<file path="src/rtl/npe_pkg.sv">
package npe_pkg;

  typedef enum logic [1:0] {
    GT_INPUT = 2'b00,
    GT_NOT   = 2'b01,
    GT_AND   = 2'b10,
    GT_OR    = 2'b11
  } gateType_e;

  typedef enum logic [1:0] {
    VS_KEEP = 2'd0,
    VS_LIT  = 2'd1,
    VS_INV  = 2'd2
  } valSrc_e;

  // Strobes from the control FSM to the datapath
  typedef struct packed {
    logic    load;      // latch root, clear path and outputs
    logic    stepWalk;  // follow one stored path bit during a re-walk
    logic    descend;   // append a path bit and move to that child
    logic    dirOne;    // bit value appended on descend
    logic    ascend;    // drop last path bit, restart walk at root
    logic    finish;    // publish the value bit on result
    logic    fail;      // publish a depth error
    valSrc_e valSrc;    // next value bit source
  } strobes_t;

endpackage

</file>
<file path="src/rtl/npe_dpath.sv">
module npe_dpath
  import npe_pkg::*;
#(
  parameter int IDX_W     = 8,
  parameter int MAX_DEPTH = 16
) (
  input  logic             clk,
  input  logic             rstN,
  input  strobes_t         ctl,
  input  logic [IDX_W-1:0] rootIdx,
  input  logic [1:0]       tblType,
  input  logic [IDX_W-1:0] tblPredA,
  input  logic [IDX_W-1:0] tblPredB,
  input  logic             tblLit,
  output logic [IDX_W-1:0] tblAddr,
  output logic             atTarget,
  output logic             depthZero,
  output logic             depthFull,
  output logic             childBit,
  output logic             valueBit,
  output logic             result,
  output logic             error
);

  localparam int DEP_W  = $clog2(MAX_DEPTH + 1);
  localparam int PATH_N = 1 << DEP_W;
  localparam logic [DEP_W-1:0] DEP_ONE = DEP_W'(1);
  localparam logic [DEP_W-1:0] DEP_MAX = DEP_W'(MAX_DEPTH);

  logic [IDX_W-1:0]  rootReg;
  logic [IDX_W-1:0]  curIdx;
  logic [DEP_W-1:0]  walkCnt;
  logic [DEP_W-1:0]  depth;
  logic [PATH_N-1:0] pathBits;
  logic              nextVal;

  // NOT follows its only predecessor; two-input gates order by index
  function automatic logic [IDX_W-1:0] pickChild(
    input logic [1:0] gType, input logic [IDX_W-1:0] a,
    input logic [IDX_W-1:0] b, input logic highSide);
    logic [IDX_W-1:0] lo, hi;
    lo = (a < b) ? a : b;
    hi = (a < b) ? b : a;
    if (gType == GT_NOT) return a;
    return highSide ? hi : lo;
  endfunction

  always_comb begin
    unique case (ctl.valSrc)
      VS_LIT:  nextVal = tblLit;
      VS_INV:  nextVal = ~valueBit;
      default: nextVal = valueBit;
    endcase
  end

  always_ff @(posedge clk) begin
    if (!rstN) begin
      rootReg  <= '0;
      curIdx   <= '0;
      walkCnt  <= '0;
      depth    <= '0;
      pathBits <= '0;
      childBit <= 1'b0;
      valueBit <= 1'b0;
      result   <= 1'b0;
      error    <= 1'b0;
    end else begin
      valueBit <= nextVal;
      if (ctl.load) begin
        rootReg  <= rootIdx;
        curIdx   <= rootIdx;
        walkCnt  <= '0;
        depth    <= '0;
        pathBits <= '0;
        result   <= 1'b0;
        error    <= 1'b0;
      end
      if (ctl.stepWalk) begin
        curIdx  <= pickChild(tblType, tblPredA, tblPredB, pathBits[walkCnt]);
        walkCnt <= walkCnt + DEP_ONE;
      end
      if (ctl.descend) begin
        pathBits[depth] <= ctl.dirOne;
        curIdx          <= pickChild(tblType, tblPredA, tblPredB, ctl.dirOne);
        depth           <= depth + DEP_ONE;
        walkCnt         <= depth + DEP_ONE;
      end
      if (ctl.ascend) begin
        childBit <= pathBits[depth - DEP_ONE];
        depth    <= depth - DEP_ONE;
        curIdx   <= rootReg;
        walkCnt  <= '0;
      end
      if (ctl.finish) begin
        result <= nextVal;
        error  <= 1'b0;
      end
      if (ctl.fail) begin
        result <= 1'b0;
        error  <= 1'b1;
      end
    end
  end

  assign tblAddr   = curIdx;
  assign atTarget  = (walkCnt == depth);
  assign depthZero = (depth == '0);
  assign depthFull = (depth == DEP_MAX);

endmodule

</file>
<file path="src/rtl/npe_ctrl.sv">
module npe_ctrl
  import npe_pkg::*;
(
  input  logic       clk,
  input  logic       rstN,
  input  logic       start,
  input  logic [1:0] tblType,
  input  logic       atTarget,
  input  logic       depthZero,
  input  logic       depthFull,
  input  logic       childBit,
  input  logic       valueBit,
  output strobes_t   ctl,
  output logic       busy,
  output logic       done
);

  typedef enum logic [1:0] {S_IDLE, S_WAIT, S_USE, S_FIN} state_e;

  state_e state, stateNxt;
  logic   modeUp, modeUpNxt;
  logic   undecided;

  always_comb begin
    undecided = !childBit &&
                ((tblType == GT_AND && valueBit) || (tblType == GT_OR && !valueBit));
  end

  always_comb begin
    ctl       = '0;
    stateNxt  = state;
    modeUpNxt = modeUp;
    unique case (state)
      S_IDLE: if (start) begin
        ctl.load  = 1'b1;
        modeUpNxt = 1'b0;
        stateNxt  = S_WAIT;
      end
      S_WAIT: stateNxt = S_USE;
      S_USE: begin
        stateNxt = S_WAIT;
        if (!atTarget) begin
          ctl.stepWalk = 1'b1;
        end else if (!modeUp) begin
          if (tblType == GT_INPUT) begin
            ctl.valSrc = VS_LIT;
            if (depthZero) begin
              ctl.finish = 1'b1;
              stateNxt   = S_FIN;
            end else begin
              ctl.ascend = 1'b1;
              modeUpNxt  = 1'b1;
            end
          end else if (depthFull) begin
            ctl.fail = 1'b1;
            stateNxt = S_FIN;
          end else begin
            ctl.descend = 1'b1;
          end
        end else if (undecided) begin
          ctl.descend = 1'b1;
          ctl.dirOne  = 1'b1;
          modeUpNxt   = 1'b0;
        end else begin
          ctl.valSrc = (tblType == GT_NOT) ? VS_INV : VS_KEEP;
          if (depthZero) begin
            ctl.finish = 1'b1;
            stateNxt   = S_FIN;
          end else begin
            ctl.ascend = 1'b1;
          end
        end
      end
      default: stateNxt = S_IDLE;
    endcase
  end

  always_ff @(posedge clk) begin
    if (!rstN) begin
      state  <= S_IDLE;
      modeUp <= 1'b0;
    end else begin
      state  <= stateNxt;
      modeUp <= modeUpNxt;
    end
  end

  assign busy = (state != S_IDLE);
  assign done = (state == S_FIN);

endmodule

</file>
<file path="src/rtl/netlist_path_eval.sv">
module netlist_path_eval
  import npe_pkg::*;
#(
  parameter int IDX_W     = 8,
  parameter int MAX_DEPTH = 16
) (
  input  logic             clk,
  input  logic             rstN,
  input  logic             start,
  input  logic [IDX_W-1:0] rootIdx,
  output logic [IDX_W-1:0] tblAddr,
  input  logic [1:0]       tblType,
  input  logic [IDX_W-1:0] tblPredA,
  input  logic [IDX_W-1:0] tblPredB,
  input  logic             tblLit,
  output logic             done,
  output logic             result,
  output logic             error
);

  strobes_t ctl;
  logic     busy, atTarget, depthZero, depthFull, childBit, valueBit;

  npe_ctrl u_ctrl (
    .clk(clk), .rstN(rstN), .start(start), .tblType(tblType),
    .atTarget(atTarget), .depthZero(depthZero), .depthFull(depthFull),
    .childBit(childBit), .valueBit(valueBit),
    .ctl(ctl), .busy(busy), .done(done)
  );

  npe_dpath #(.IDX_W(IDX_W), .MAX_DEPTH(MAX_DEPTH)) u_dpath (
    .clk(clk), .rstN(rstN), .ctl(ctl), .rootIdx(rootIdx),
    .tblType(tblType), .tblPredA(tblPredA), .tblPredB(tblPredB), .tblLit(tblLit),
    .tblAddr(tblAddr), .atTarget(atTarget), .depthZero(depthZero),
    .depthFull(depthFull), .childBit(childBit), .valueBit(valueBit),
    .result(result), .error(error)
  );

endmodule

</file>
<file path="config.mk">
export PLATFORM = sky130hd
export DESIGN_NAME = netlist_path_eval
export DESIGN_NICKNAME = d
export VERILOG_FILES = /design/src/rtl/npe_pkg.sv /design/src/rtl/npe_dpath.sv /design/src/rtl/npe_ctrl.sv /design/src/rtl/netlist_path_eval.sv
export SDC_FILE = /design/constraint.sdc
export NUM_CORES = 1
export LEC_CHECK = 0
export BUFFER_PORTS_ARGS = -buffer_cell sky130_fd_sc_hd__buf_2
export CAP_MARGIN = 20
export CORE_MARGIN = 10
export CORE_UTILIZATION = 45
export DETAILED_ROUTE_END_ITERATION = 8
export GPL_TIMING_DRIVEN = 0
export PLACE_DENSITY_LB_ADDON = 0.25
export SLEW_MARGIN = 20
export SYNTH_ARGS = -nofsm -noshare
export SYNTH_HDL_FRONTEND = slang
export SYNTH_SLANG_ARGS = --single-unit
</file>
<file path="constraint.sdc">
create_clock -name clk -period 3.8 [get_ports clk]
set_input_delay 0.76 -clock clk [delete_from_list [all_inputs] [get_ports clk]]
set_output_delay 0.76 -clock clk [all_outputs]
set_load 0.03 [all_outputs]
</file>
==> results.ini <==
[clocking]
tritoncts=built
cts_sinks=65
root_buffer=clkbuf_8
cts_max_path_buffers=2
worst_skew_pair.late_latency_ns=0.36
clkTransAtPathRegs_ns=0.08
post_cts_buffers=0
cts_hold_buf=0
numCtsBuffers=9
cts_max_level=3
cts_resized=2

[synth]
synth-xor-area-share=0.0240
syn_area_mm2=0.00438
syn_avg_cell_area_um2=7.67
muxShareOfSynthArea=0.102
synth-simple-area-share=0.271
synth-compound-area-share=0.205
synth_top_family_by_area=simple AND/OR/NAND/NOR gates
synthMostInstantiatedCell=nand2_1
synth_top_area_cell=dfxtp_1
synth_fa_ha_area_frac=0.0429
yosys_warnings=0
ys_top_cells_by_area=dfxtp_1, nand3_1, a21oi_1
ys_top_cells_by_count=nand2_1, nand3_1, dfxtp_1
synth_ff_type=dfxtp_1
synth_edf_count=0
syn_nets=616
synthCells=571
synthArstFlopShare=0
yosys.area.top_type_share=0.297
ys_seq_elements=65
synth.distinct_cells=59
ys_seq_area_frac=0.297

[routing]
dr_total_vias=4556
detail_route.wl_per_cell_um=18.8
drt_pass1_iterations=5
drc=0
via_per_inst=6.03
ant_nets=0
wirelength_um=14200
first_iter_violations=476

[critical_path]
cpPeakStageDelay_ns=0.42
cp-startpoint=u_dpath.depth[0]
cp_data_required_time_ns=4.03
r2r-start=u_dpath.depth[0]
end_kind=flop
crit_family=buffers and inverters
critPathSlowestCell=nor4b_4
r2r-end=u_dpath.pathBits[10]
arrival_ns=3.76
crit_fanout=10
r2r_cells=13
cp.depth=13
start_kind=flop
timing.critical_path.to=u_dpath.pathBits[10]
crit_chain=buf_2 > clkbuf_4 > inv_1 > ha_1 > and4bb_2 > o32ai_1 > nor4b_4 > and2_1 > clkbuf_1 > buf_2 > nand2_1 > nand3_1 > a21oi_1
crit_buf_inv=5
critPathKind=flop to flop
critPathMostFrequentCell=buf_2
reg2reg_slack_ns=0.27

[grt]
grt_util_all_layers=0.197
grt_pass1_wl_um=22900
grt_start_max_net_pins=13
first_global_vias=4434
overflow=0
antenna_found_initial=0

[sta]
finalSetupViolations=0
skew_ns=0.0153
period_minus_slack_ns=3.53
maxSlewViolCount=0
maxSlewHeadroom=0.387
period_share=0.929
finalHoldViolCount=0
fmaxAchievable_mhz=283
setup_tns_ns=0
rsz0062_at_grt=no
layout_setup_ws_ns=0.269
worst_pin_slew_ns=0.912

[placement]
pre_cts_slack_ns=-0.437
dp_hpwl_um=10400
place.gp.congestion=0.950
dpl.cell_count=739
port_buffers=39

[floorplanning]
rows=35
core_area_mm2=0.00937
dieHeight_um=119
die_width_um=119
die_area_mm2=0.0141
start_util=0.467
pin_count=41

[final_layout]
fin_cells=755
finalNetCount=666
num_antenna_cells=0
seqCellArea_mm2=0.00130
syn2layout_area_growth_pct=13.1
nFillCells=952
final_layout_size_suffix_gt1_frac=0.134
multi_input_area_mm2=0.00285

[worst_hold_path]
hold_path_class=flop to flop

[pwr]
powerDensity_mw_per_mm2=317
p_total_w=0.00157
p_leak_nw=1.77
peakVddDrop_v=0.000193

[run]
maxCapViolations=0

[outcome]
outcome=completed

[tightest hold or removal path, stage by stage, from the launching register on]
cell and delay, ns:
dfxtp_1 0.31, nand2_1 0.05, a21oi_1 0.05
[cell usage in the layout (no fill, tap or decap), types with 9 or more instances in the layout]
master	count
nand2_1	73
mux2i_1	22
nor3_1	13
clkbuf_1	31
o21ai_0	19
buf_2	46
nand3_1	69
dfxtp_1	65
a21oi_1	57
clkbuf_8	9
ha_1	15
o211ai_1	14
inv_1	16
and2_1	17
nor2_1	32
mux4_2	10
[kinds of logic (layout without fill, tap and decap cells)]
logic type,after synthesis,in the layout
AOI/OAI and AO/OA,143,143
and+or+nand+nor,242,242
adders and majority gates,15,15
DFF,65,65
muxes,32,32
xor gates and xnor gates,12,12
buffers and inverters,62,117
[power by group]
group	total, W	internal, W	switching, W	leakage [nW]
logic	0.000246	0.0000826	0.000163	1.15
clock network	0.000613	0.000302	0.000311	0.0912
registers	0.000710	0.000699	0.0000119	0.527
[metal layers]
| metal | wire length [µm] | global-route usage | vias up |
|---|---|---|---|
| met4 | 471 | 0.0878 | 0 |
| met1 | 6110 | 0.245 | 2184 |
| li1 | - | - | 2172 |
| met5 | 0 | 0 | - |
| met2 | 6720 | 0.320 | 163 |
| met3 | 895 | 0.0433 | 37 |
[how the worst min path moves through the flow]
stage	slack, ns	startpoint	to	cells after the start
finish	0.46	u_dpath.rootReg[0]	u_dpath.rootReg[0]	2
detailed placement	0.46	u_dpath.error	u_dpath.error	2
global placement	0.45	u_dpath.rootReg[0]	u_dpath.rootReg[0]	2
global route	0.49	u_dpath.error	u_dpath.error	2
CTS	0.47	u_dpath.rootReg[0]	u_dpath.rootReg[0]	2
floorplan	0.44	u_dpath.rootReg[0]	u_dpath.rootReg[0]	2
[registers in the layout (all words and copies together) (netlist names)]
register,cells
u_dpath.childBit,1
u_ctrl.state,2
u_dpath.depth,5
u_dpath.pathBits,32
u_ctrl.modeUp,1
u_dpath.tblAddr,8
u_dpath.result,1
u_dpath.rootReg,8
u_dpath.walkCnt,5
u_dpath.valueBit,1
u_dpath.error,1
[layout make-up]
| cell class | count | area share |
|---|---|---|
| multi-input combinational | 444 | 0.574 |
| clock inverter | 7 | 0.0144 |
| sequential | 65 | 0.263 |
| buffer | 46 | 0.0396 |
| clock buffer | 9 | 0.0250 |
| timing repair buffer | 39 | 0.0394 |
| tap | 129 | 0.0326 |
| inverter | 16 | 0.0121 |
[stage by stage]
| step | util | instance area [µm²] | hold WS [ns] |
|---|---|---|---|
| after floorplan | - | 4380 | 0.436 |
| after global placement | 0.505 | 4740 | 0.452 |
| after detailed placement | 0.506 | 4740 | 0.459 |
| after CTS | 0.528 | 4940 | 0.470 |
| after global routing | 0.529 | 4950 | 0.486 |
| final | 0.529 | 4950 | 0.465 |
Note: power is estimated with default switching activity, not from simulation.
